## src/rtl/mulcsa_pkg.sv

```systemverilog
package mulcsa_pkg;

    // Number of partial-product rows (equals the multiplier width).
    localparam int ROWS    = 6;
    // Register stages from operand capture to product.
    localparam int LATENCY = 5;

    // Row count left after one carry-save level: each group of three rows
    // becomes two, and the leftover rows pass through unchanged.
    function automatic int rows_after(input int n);
        return (n / 3) * 2 + (n % 3);
    endfunction

endpackage

```

## src/rtl/csa_cell.sv

```systemverilog
module csa_cell #(
    parameter int W = 12
) (
    input  logic [W-1:0] x,
    input  logic [W-1:0] y,
    input  logic [W-1:0] z,
    output logic [W-1:0] s,
    output logic [W-1:0] c,
    output logic         cout
);
    logic [W-1:0] maj;

    always_comb begin
        s    = x ^ y ^ z;
        maj  = (x & y) | (x & z) | (y & z);
        c    = {maj[W-2:0], 1'b0};
        cout = maj[W-1];
    end

    // sum and carry rows together keep the value of the three input rows
    always_comb begin
        a_r3_csa_sum: assert (W'(s + c) == W'(x + y + z));
    end

endmodule

```

## src/rtl/ppgen_stage.sv

```systemverilog
module ppgen_stage #(
    parameter int AW   = 6,
    parameter int ROWS = 6,
    localparam int PW  = AW + ROWS
) (
    input  logic                     clk,
    input  logic                     rst,
    input  logic                     in_valid,
    input  logic [AW-1:0]            a_in,
    input  logic [ROWS-1:0]          b_in,
    output logic                     out_valid,
    output logic [ROWS-1:0][PW-1:0]  out_rows
);
    typedef struct packed {
        logic                    vld;
        logic [ROWS-1:0][PW-1:0] rows;
    } pp_st_t;

    pp_st_t st_d, st_q;

    always_comb begin
        st_d.vld = in_valid;
        for (int i = 0; i < ROWS; i++) begin
            st_d.rows[i] = (PW'(a_in) & {PW{b_in[i]}}) << i;
        end
    end

    always_ff @(posedge clk) begin
        st_q.rows <= st_d.rows;
        if (rst) st_q.vld <= 1'b0;
        else     st_q.vld <= st_d.vld;
    end

    assign out_valid = st_q.vld;
    assign out_rows  = st_q.rows;

    // the valid flag follows the input one stage later, gaps included
    a_r6_pp_valid: assert property (@(posedge clk) disable iff (rst)
        in_valid |=> out_valid);
    a_r6_pp_gap: assert property (@(posedge clk) disable iff (rst)
        !in_valid |=> !out_valid);

endmodule

```

## src/rtl/csa_stage.sv

```systemverilog
module csa_stage #(
    parameter int W    = 12,
    parameter int N_IN = 6,
    localparam int N_OUT = mulcsa_pkg::rows_after(N_IN),
    localparam int NCSA  = N_IN / 3,
    localparam int NPASS = N_IN % 3
) (
    input  logic                     clk,
    input  logic                     rst,
    input  logic                     in_valid,
    input  logic [N_IN-1:0][W-1:0]   in_rows,
    output logic                     out_valid,
    output logic [N_OUT-1:0][W-1:0]  out_rows
);
    typedef struct packed {
        logic                     vld;
        logic [N_OUT-1:0][W-1:0]  rows;
    } lvl_st_t;

    lvl_st_t st_d, st_q;

    logic [NCSA-1:0][W-1:0] sum_w;
    logic [NCSA-1:0][W-1:0] car_w;
    logic [NCSA-1:0]        lost_w;

    for (genvar g = 0; g < NCSA; g++) begin : g_cell
        csa_cell #(.W(W)) u_cell (
            .x   (in_rows[3*g]),
            .y   (in_rows[3*g+1]),
            .z   (in_rows[3*g+2]),
            .s   (sum_w[g]),
            .c   (car_w[g]),
            .cout(lost_w[g])
        );
    end

    always_comb begin
        st_d.vld = in_valid;
        for (int g = 0; g < NCSA; g++) begin
            st_d.rows[2*g]   = sum_w[g];
            st_d.rows[2*g+1] = car_w[g];
        end
        for (int p = 0; p < NPASS; p++) begin
            st_d.rows[2*NCSA+p] = in_rows[3*NCSA+p];
        end
    end

    always_ff @(posedge clk) begin
        st_q.rows <= st_d.rows;
        if (rst) st_q.vld <= 1'b0;
        else     st_q.vld <= st_d.vld;
    end

    assign out_valid = st_q.vld;
    assign out_rows  = st_q.rows;

    // the carry dropped off the top of the rows is always zero for live data
    a_r4_no_carry_lost: assert property (@(posedge clk) disable iff (rst)
        in_valid |-> (lost_w == '0));

    // the valid flag moves one level per edge, gaps included
    a_r6_lvl_valid: assert property (@(posedge clk) disable iff (rst)
        in_valid |=> out_valid);
    a_r6_lvl_gap: assert property (@(posedge clk) disable iff (rst)
        !in_valid |=> !out_valid);

endmodule

```

## src/rtl/cpa_stage.sv

```systemverilog
module cpa_stage #(
    parameter int W = 12
) (
    input  logic               clk,
    input  logic               rst,
    input  logic               in_valid,
    input  logic [1:0][W-1:0]  in_rows,
    output logic               out_valid,
    output logic [W-1:0]       result
);
    typedef struct packed {
        logic         vld;
        logic [W-1:0] sum;
    } fin_st_t;

    fin_st_t st_d, st_q;

    always_comb begin
        st_d.vld = in_valid;
        st_d.sum = in_rows[0] + in_rows[1];
    end

    always_ff @(posedge clk) begin
        st_q.sum <= st_d.sum;
        if (rst) st_q.vld <= 1'b0;
        else     st_q.vld <= st_d.vld;
    end

    assign out_valid = st_q.vld;
    assign result    = st_q.sum;

    // the final stage keeps gaps and valid cycles aligned
    a_r6_cpa_valid: assert property (@(posedge clk) disable iff (rst)
        in_valid |=> out_valid);
    a_r6_cpa_gap: assert property (@(posedge clk) disable iff (rst)
        !in_valid |=> !out_valid);

endmodule

```

## src/rtl/mul_csa_pipe.sv

```systemverilog
module mul_csa_pipe #(
    parameter int MCAND_W = 6,
    localparam int MPLR_W = mulcsa_pkg::ROWS,
    localparam int PW     = MCAND_W + MPLR_W
) (
    input  logic               clk,
    input  logic               rst,
    input  logic               in_valid,
    input  logic [MCAND_W-1:0] a_in,
    input  logic [MPLR_W-1:0]  b_in,
    output logic               out_valid,
    output logic [PW-1:0]      product
);
    localparam int N1 = MPLR_W;
    localparam int N2 = mulcsa_pkg::rows_after(N1);
    localparam int N3 = mulcsa_pkg::rows_after(N2);
    localparam int N4 = mulcsa_pkg::rows_after(N3);

    logic                 v1, v2, v3, v4;
    logic [N1-1:0][PW-1:0] r1;
    logic [N2-1:0][PW-1:0] r2;
    logic [N3-1:0][PW-1:0] r3;
    logic [N4-1:0][PW-1:0] r4;

    ppgen_stage #(.AW(MCAND_W), .ROWS(MPLR_W)) u_pp (
        .clk(clk), .rst(rst), .in_valid(in_valid),
        .a_in(a_in), .b_in(b_in),
        .out_valid(v1), .out_rows(r1)
    );

    csa_stage #(.W(PW), .N_IN(N1)) u_lvl1 (
        .clk(clk), .rst(rst), .in_valid(v1), .in_rows(r1),
        .out_valid(v2), .out_rows(r2)
    );

    csa_stage #(.W(PW), .N_IN(N2)) u_lvl2 (
        .clk(clk), .rst(rst), .in_valid(v2), .in_rows(r2),
        .out_valid(v3), .out_rows(r3)
    );

    csa_stage #(.W(PW), .N_IN(N3)) u_lvl3 (
        .clk(clk), .rst(rst), .in_valid(v3), .in_rows(r3),
        .out_valid(v4), .out_rows(r4)
    );

    cpa_stage #(.W(PW)) u_cpa (
        .clk(clk), .rst(rst), .in_valid(v4), .in_rows(r4),
        .out_valid(out_valid), .result(product)
    );

    // a valid result is the product of the pair taken five edges earlier
    a_r1_product: assert property (@(posedge clk) disable iff (rst)
        out_valid |-> (product == PW'(PW'($past(a_in, 5)) * PW'($past(b_in, 5)))));
    a_r2_latency: assert property (@(posedge clk) disable iff (rst)
        out_valid |-> $past(in_valid, 5));

endmodule

```

## config.mk

```make
export PLATFORM = sky130hd
export DESIGN_NAME = mul_csa_pipe
export DESIGN_NICKNAME = d
export VERILOG_FILES = /design/src/rtl/mulcsa_pkg.sv /design/src/rtl/csa_cell.sv /design/src/rtl/ppgen_stage.sv /design/src/rtl/csa_stage.sv /design/src/rtl/cpa_stage.sv /design/src/rtl/mul_csa_pipe.sv
export SDC_FILE = /design/constraint.sdc
export NUM_CORES = 1
export LEC_CHECK = 0
export ABC_AREA = 1
export BUFFER_PORTS_ARGS = -buffer_cell sky130_fd_sc_hd__buf_2
export CORE_MARGIN = 2
export CORE_UTILIZATION = 55
export DETAILED_ROUTE_END_ITERATION = 6
export GPL_TIMING_DRIVEN = 0
export PLACE_DENSITY = 0.73
export SLEW_MARGIN = 5
export SYNTH_ARGS = -nofsm -noshare
export SYNTH_HDL_FRONTEND = slang
export SYNTH_SLANG_ARGS = --single-unit
```

## constraint.sdc

```tcl
create_clock -name clk -period 1.57 [get_ports clk]
set_input_delay 0.314 -clock clk [delete_from_list [all_inputs] [get_ports clk]]
set_output_delay 0.314 -clock clk [all_outputs]
set_load 0.05 [all_outputs]
```

==> results of run 1 <==
layout make-up:
cell class	count	share of cell area [%]
flip-flops and latches	123	55.1
repair buffers	30	3.69
well taps	77	2.16
inverters	57	4.79
multi-input cells	113	20.0
clock inverters	10	4.20
clock buffers	22	10.1
power groups by stage:
stage	combinational, mW	clock [mW]	sequential (mW)
global route	1.13	4.34	3.72
finish	1.02	4.13	3.68
CTS	1.04	4.20	3.68
floorplan	0.387	0	4.11
global placement	0.991	0	3.73
detailed placement	1.01	0	3.74
synthesized netlist by cell type (all sizes together):
master / number
nand4: 1
nand2: 59
inv: 57
xor2: 1
ha: 16
nand3: 5
fa: 18
a21oi: 2
xnor2: 2
dfxtp: 123
nor2: 9
through the flow:
stage | util (%) | setup slack [ps] | total power, mW | area, sq um
after floorplan | - | 297 | 4.49 | 3570
after global placement | 60.2 | 228 | 4.72 | 3800
after detailed placement | 60.2 | 201 | 4.76 | 3800
after CTS | 70.8 | 155 | 8.92 | 4470
after global routing | 70.8 | 95.8 | 9.19 | 4470
final | 70.8 | 189 | 8.83 | 4470
cells in the final DEF (no fill, tap or decap):
cell,n
dfxtp_1,123
nand2_1,59
inv_1,57
buf_2,27
fa_1,18
ha_1,16
clkbuf_16,16
nor2_1,9
bufinv_16,5
nand3_1,4
clkbuf_8,3
clkbuf_1,3
dlygate4sd3_1,3
xnor2_1,2
clkinvlp_4,2
nand3_2,1
xor2_1,1
a21oi_1,1
nand4_1,1
a21oi_2,1
clkinv_2,1
clkinv_4,1
inv_6,1
sequential cells by signal, summed over array words and instances, names as in the netlist:
name / count
u_cpa.out_valid: 1
u_lvl1.out_valid: 1
u_lvl3.out_rows: 19
u_lvl1.out_rows: 28
u_pp.out_valid: 1
u_pp.out_rows: 36
u_cpa.result: 12
u_lvl2.out_rows: 23
u_lvl3.out_valid: 1
u_lvl2.out_valid: 1
logic make-up after synthesis:
| kind of cell | Yosys count |
|---|---|
| flip-flops | 123 |
| AO/OA/AOI/OAI | 2 |
| adder cells (fa/ha/maj) | 34 |
| buffers and inverters | 57 |
| AND/OR/NAND/NOR | 74 |
| XOR/XNOR | 3 |
how the worst min path moves through the flow:
stage | start | end | slack, ps
after floorplan | u_lvl3.out_rows[0]$_DFF_P_ | u_cpa.result[0]$_DFF_P_ | 310
after global placement | u_lvl3.out_rows[1]$_DFF_P_ | u_cpa.result[1]$_DFF_P_ | 310
after detailed placement | u_lvl3.out_rows[1]$_DFF_P_ | u_cpa.result[1]$_DFF_P_ | 310
after CTS | b_in[1] | u_pp.out_rows[15]$_DFF_P_ | 50
after global routing | b_in[2] | u_pp.out_rows[31]$_DFF_P_ | 70
final | b_in[1] | u_pp.out_rows[15]$_DFF_P_ | 80
routing by layer:
| layer | up-vias | track usage [%] |
|---|---|---|
| met5 | - | 0 |
| met4 | 0 | 9.52 |
| met3 | 18 | 7.96 |
| met2 | 47 | 24.4 |
| met1 | 853 | 16.5 |
| li1 | 960 | - |
what timing repair did:
| action | CTS | global route |
|---|---|---|
| buffers inserted | 0 | 0 |
| endpoints found under the hold margin | 5 | 0 |
| hold buffers | 3 | 0 |
| gates resized for setup | 0 | 0 |
==> flow_metrics.env, run 1 <==
export IMPL_status="completed"
export IMPL_routed_wl_um=4660
export IMPL_rows=29
export IMPL_clkPwrFrac_pct=46.8
export IMPL_syn_instance_count=293
export IMPL_wl_met2_um=2190
export IMPL_insertion_delay_ps=500
export IMPL_holdWs_ps=80.9
export IMPL_syn_mean_instance_area_sq_um=12.2
export IMPL_synth_area_leaders="dfxtp_1, fa_1, nand2_1"
export IMPL_initial_utilization_pct=56.5
export IMPL_fillCellCount=428
export IMPL_cts_buffers=17
export IMPL_syn_to_final_growth_pct=25.3
export IMPL_cts_htree_levels=4
export IMPL_dp_final_hpwl_um=2810
export IMPL_num_vias=1878
export IMPL_yosysTopAreaCellShare_pct=69.0
export IMPL_cp_required_ps=1260
export IMPL_num_antenna_cells=0
export IMPL_r2r_end="u_cpa.result[8]$_DFF_P_"
export IMPL_critPathSlowestCell="dfxtp_1"
export IMPL_synth_top_family_by_area="adder cells"
export IMPL_cts_tree="built"
export IMPL_muxShareOfSynthArea_pct=0
export IMPL_final_nets=391
export IMPL_place_congestion=0.788
export IMPL_cp_slowest_stage_delay_ps=310
export IMPL_antenna_found_initial=0
export IMPL_placedCellCount=397
export IMPL_clk_pin_slew_ps=60
export IMPL_yosysTopAreaCell="dfxtp_1"
export IMPL_crit_path_cell_trace="buf_2"
export IMPL_fin_crit_sh_pct=87.9
export IMPL_r2r_start="u_lvl3.out_rows[4]$_DFF_P_"
export IMPL_cp_arrival_ps=1070
export IMPL_fin_crit_ps=1380
export IMPL_grt_max_degree=17
export IMPL_yosys_area_share_simple_pct=8.17
export IMPL_maxSlewViolCount=0
export IMPL_fmax_mhz=724
export IMPL_cts_root_buffer="clkbuf_8"
export IMPL_drtAntennaViolNets=0
export IMPL_worst_path_max_fanout=1
export IMPL_drive_gt1_share_pct=16.3
export IMPL_ys_types=13
export IMPL_met3_length_um=251
export IMPL_grt_pass1_wl_um=8020
export IMPL_grt_ovfl_total=0
export IMPL_crit_start="u_cpa.result[2]$_DFF_P_"
export IMPL_drc=0
export IMPL_skew_ps=4.11
export IMPL_synthesis_area_sq_um=3570
export IMPL_die_h_um=84.6
export IMPL_peakVddDrop_mv=1.27
export IMPL_power_density_nw_per_um2=1970
export IMPL_synth_seq_area_share_pct=69.0
export IMPL_hold_viol_final=0
export IMPL_die_x_um=84.6
export IMPL_multi_input_area_sq_um=892
export IMPL_maxCapViolations=0
export IMPL_r2r_cells=6
export IMPL_hold_class="in2reg"
export IMPL_slew_limit_headroom_pct=81.1
export IMPL_top_layer="met4"
export IMPL_synth_seq_cells=123
export IMPL_port_buffer_count=27
export IMPL_drt_vias_per_instance=4.35
export IMPL_setup_tns_ps=0
export IMPL_core_area_sq_um=6310
export IMPL_critPathBufInv=1
export IMPL_dr_pass1_iters=4
export IMPL_drt_initial_drc_count=57
export IMPL_switching_share_pct=24.4
export IMPL_finalSetupViolCount=0
export IMPL_start_kind="flip-flop"
export IMPL_first_global_vias=1888
export IMPL_grt_util_all_layers_pct=15.5
export IMPL_crit_end="product[2]"
export IMPL_synth_fp_nets=342
export IMPL_crit_type="reg2out"
export IMPL_worstHoldPathCells=3
export IMPL_seqCellArea_sq_um=2460
export IMPL_clock_path_buffers=2
export IMPL_clock_sinks=123
export IMPL_p_int_mw=6.67
export IMPL_leakage_nw=2.31
export IMPL_rsz0062_at_grt="false"
export IMPL_synthAdderAreaFrac_pct=15.7
export IMPL_cp_depth=1
export IMPL_yosysWarnings=0
export IMPL_ios=28
export IMPL_combPwrFrac_pct=11.6
export IMPL_stdcell_count=432
export IMPL_r2r_slack_ps=200
export IMPL_synth_xor_area_share_pct=0.736
export IMPL_crit_family="flip-flops"
export IMPL_p_seq_share_pct=41.6
export IMPL_synth_compound_gate_area_share_pct=0.386
export IMPL_wl_met1_um=2080
export IMPL_switchingPower_mw=2.15
export IMPL_cp_end_kind="output port"
export IMPL_wl_per_cell_um=10.8
export IMPL_die_area_sq_um=7150
export IMPL_max_slew_worst_pin_slew_ps=283
No activity file was read; power rests on OpenSTA's default activity.
==> run 2, diff against run 1 <==
- CORE_UTILIZATION: 55 -> 32
- PLACE_DENSITY: 0.73 -> 0.47
==> run 2 against run 1 <==
  * Setup slack lost 1.5 ps
  * Sequential power hardly changed
  * Cell count rose by 14%
  * Count of clock-buffer cells in the layout stayed put
  * Total power shrank 3.3%
  * First-iteration DRC count fell by 51%
  * Critical path type is now reg2reg
  * Highest routed layer unchanged
  * Wire length down 2.9%
  * Critical endpoint is now u_cpa.result[8]$_DFF_P_
  * Critical path depth grew 5
  * Cell area increased by 0.45%
  * Combinational power hardly changed
==> flow_metrics.env, run 2 (synthesis results as in run 1) <==
export IMPL_rows=38
export IMPL_num_antenna_cells=0
export IMPL_power_density_nw_per_um2=1900
export IMPL_max_slew_worst_pin_slew_ps=272
export IMPL_die_h_um=110
export IMPL_final_area_sq_um=4490
export IMPL_clock_path_buffers=2
export IMPL_cp_required_ps=1950
export IMPL_cp_end_kind="flip-flop"
export IMPL_slew_limit_headroom_pct=81.9
export IMPL_drc=0
export IMPL_routed_wl_um=4530
export IMPL_rsz0062_at_grt="false"
export IMPL_drive_gt1_share_pct=17.0
export IMPL_clk_pin_slew_ps=60
export IMPL_crit_path_cell_trace="ha_1 -> inv_1 -> fa_1 -> nor2_1 -> nor2_1 -> xnor2_1"
export IMPL_switching_share_pct=24.8
export IMPL_cp_arrival_ps=1760
export IMPL_stdcell_count=492
export IMPL_finalSetupViolCount=0
export IMPL_insertion_delay_ps=490
export IMPL_grt_pass1_wl_um=7920
export IMPL_switchingPower_mw=2.12
export IMPL_p_int_mw=6.42
export IMPL_mostFrequentLayoutCell="dfxtp_1"
export IMPL_cts_buffers=17
export IMPL_ios=28
export IMPL_drtAntennaViolNets=0
export IMPL_grt_max_degree=17
export IMPL_leakage_nw=2.28
export IMPL_setup_tns_ps=0
export IMPL_place_area_sq_um=3880
export IMPL_status="completed"
export IMPL_fin_crit_sh_pct=88.0
export IMPL_port_buffer_count=27
export IMPL_critPathSlowestCell="fa_1"
export IMPL_cts_htree_levels=4
export IMPL_die_area_sq_um=12000
export IMPL_fmax_mhz=723
export IMPL_num_vias=1812
export IMPL_hold_class="in2reg"
export IMPL_place_congestion=0.691
export IMPL_skew_ps=5.77
export IMPL_wl_per_cell_um=9.20
export IMPL_start_kind="flip-flop"
export IMPL_worst_path_max_fanout=3
export IMPL_die_x_um=110
export IMPL_peakVddDrop_mv=0.643
export IMPL_placedCellCount=460
export IMPL_largest_reg_flops=36
export IMPL_layout_common_cells="dfxtp_1, nand2_1, inv_1"
export IMPL_drt_vias_per_instance=3.68
export IMPL_fin_util_pct=41.4
export IMPL_cp_common_cell="nor2_1"
export IMPL_cp_slowest_stage_delay_ps=430
export IMPL_clkPwrFrac_pct=45.2
export IMPL_cts_resized=0
export IMPL_final_nets=388
export IMPL_fin_crit_ps=1380
export IMPL_grt_ovfl_total=0
export IMPL_dr_pass1_iters=4
export IMPL_first_global_vias=1816
export IMPL_post_cts_setup_buffer_count=0
export IMPL_combPwrFrac_pct=11.8
export IMPL_maxSlewViolCount=0
export IMPL_cts_tree="built"
export IMPL_antenna_found_initial=0
export IMPL_cts_root_buffer="clkbuf_8"
export IMPL_crit_type="reg2reg"
export IMPL_drt_initial_drc_count=28
export IMPL_p_seq_share_pct=43.0
export IMPL_core_area_sq_um=10800
export IMPL_hold_viol_final=0
export IMPL_ctsHoldBuffers=0
export IMPL_syn_to_final_growth_pct=25.8
export IMPL_dp_final_hpwl_um=3160
export IMPL_maxCapViolations=0
export IMPL_initial_utilization_pct=32.9
export IMPL_clock_sinks=123
export IMPL_grt_util_all_layers_pct=9.08
run 2: area by class of cell:
type / instances / area, sq um
Timing Repair Buffer: 27 / 135
Multi-Input combinational cell: 113 / 892
Clock inverter: 10 / 139
Clock buffer: 22 / 473
Sequential cell: 123 / 2460
Tap cell: 140 / 175
Inverter: 57 / 214
Fill cell: 1055 / 6350
run 2: power by group through the flow:
stage,clock [mW],combinational [mW],sequential [mW]
5_1_grt,4.12,1.15,3.72
2_1_floorplan,0,0.387,4.11
6_report,3.86,1.01,3.67
3_5_place_dp,0,1.03,3.74
4_1_cts,3.98,1.03,3.68
3_3_place_gp,0,1.02,3.74
run 2: path summary, 6_finish.rpt:
| kind | start | end | slack [ps] | depth (start not counted) |
|---|---|---|---|---|
| setup / recovery | u_lvl3.out_rows[16]$_DFF_P_ | u_cpa.result[8]$_DFF_P_ | 190 | 6 |
| hold / removal | in_valid | u_pp.out_valid$_SDFF_PP0_ | 30 | 3 |
| setup reg to reg | u_lvl3.out_rows[16]$_DFF_P_ | u_cpa.result[8]$_DFF_P_ | 190 | 6 |
| hold reg to reg | u_pp.out_rows[31]$_DFF_P_ | u_lvl1.out_rows[7]$_DFF_P_ | 320 | 0 |
run 2: routing by layer:
| layer | global-route usage [%] | share of wire (%) | vias to the layer above |
|---|---|---|---|
| met2 | 13.3 | 45 | 37 |
| met3 | 4.09 | 5.0 | 2 |
| met1 | 10.5 | 49 | 820 |
| met5 | 0 | 0 | - |
| met4 | 6.51 | 1.2 | 0 |
| li1 | - | - | 953 |
run 2: worst max-delay path, delay by kind of cell (launching register included):
kind | cells | cell delay [ps]
DFF | 1 | 320
and+or+nand+nor | 2 | 190
buffers and inverters | 1 | 60
xor gates and xnor gates | 1 | 120
adders and majority gates | 2 | 600
run 2: through the flow:
step	total power [mW]	setup slack, ps	hold WS, ps
floorplan	4.49	297	310
global placement	4.76	201	311
detailed placement	4.77	171	312
CTS	8.69	159	0.225
global route	8.99	47.6	10.2
finish	8.54	188	27.4
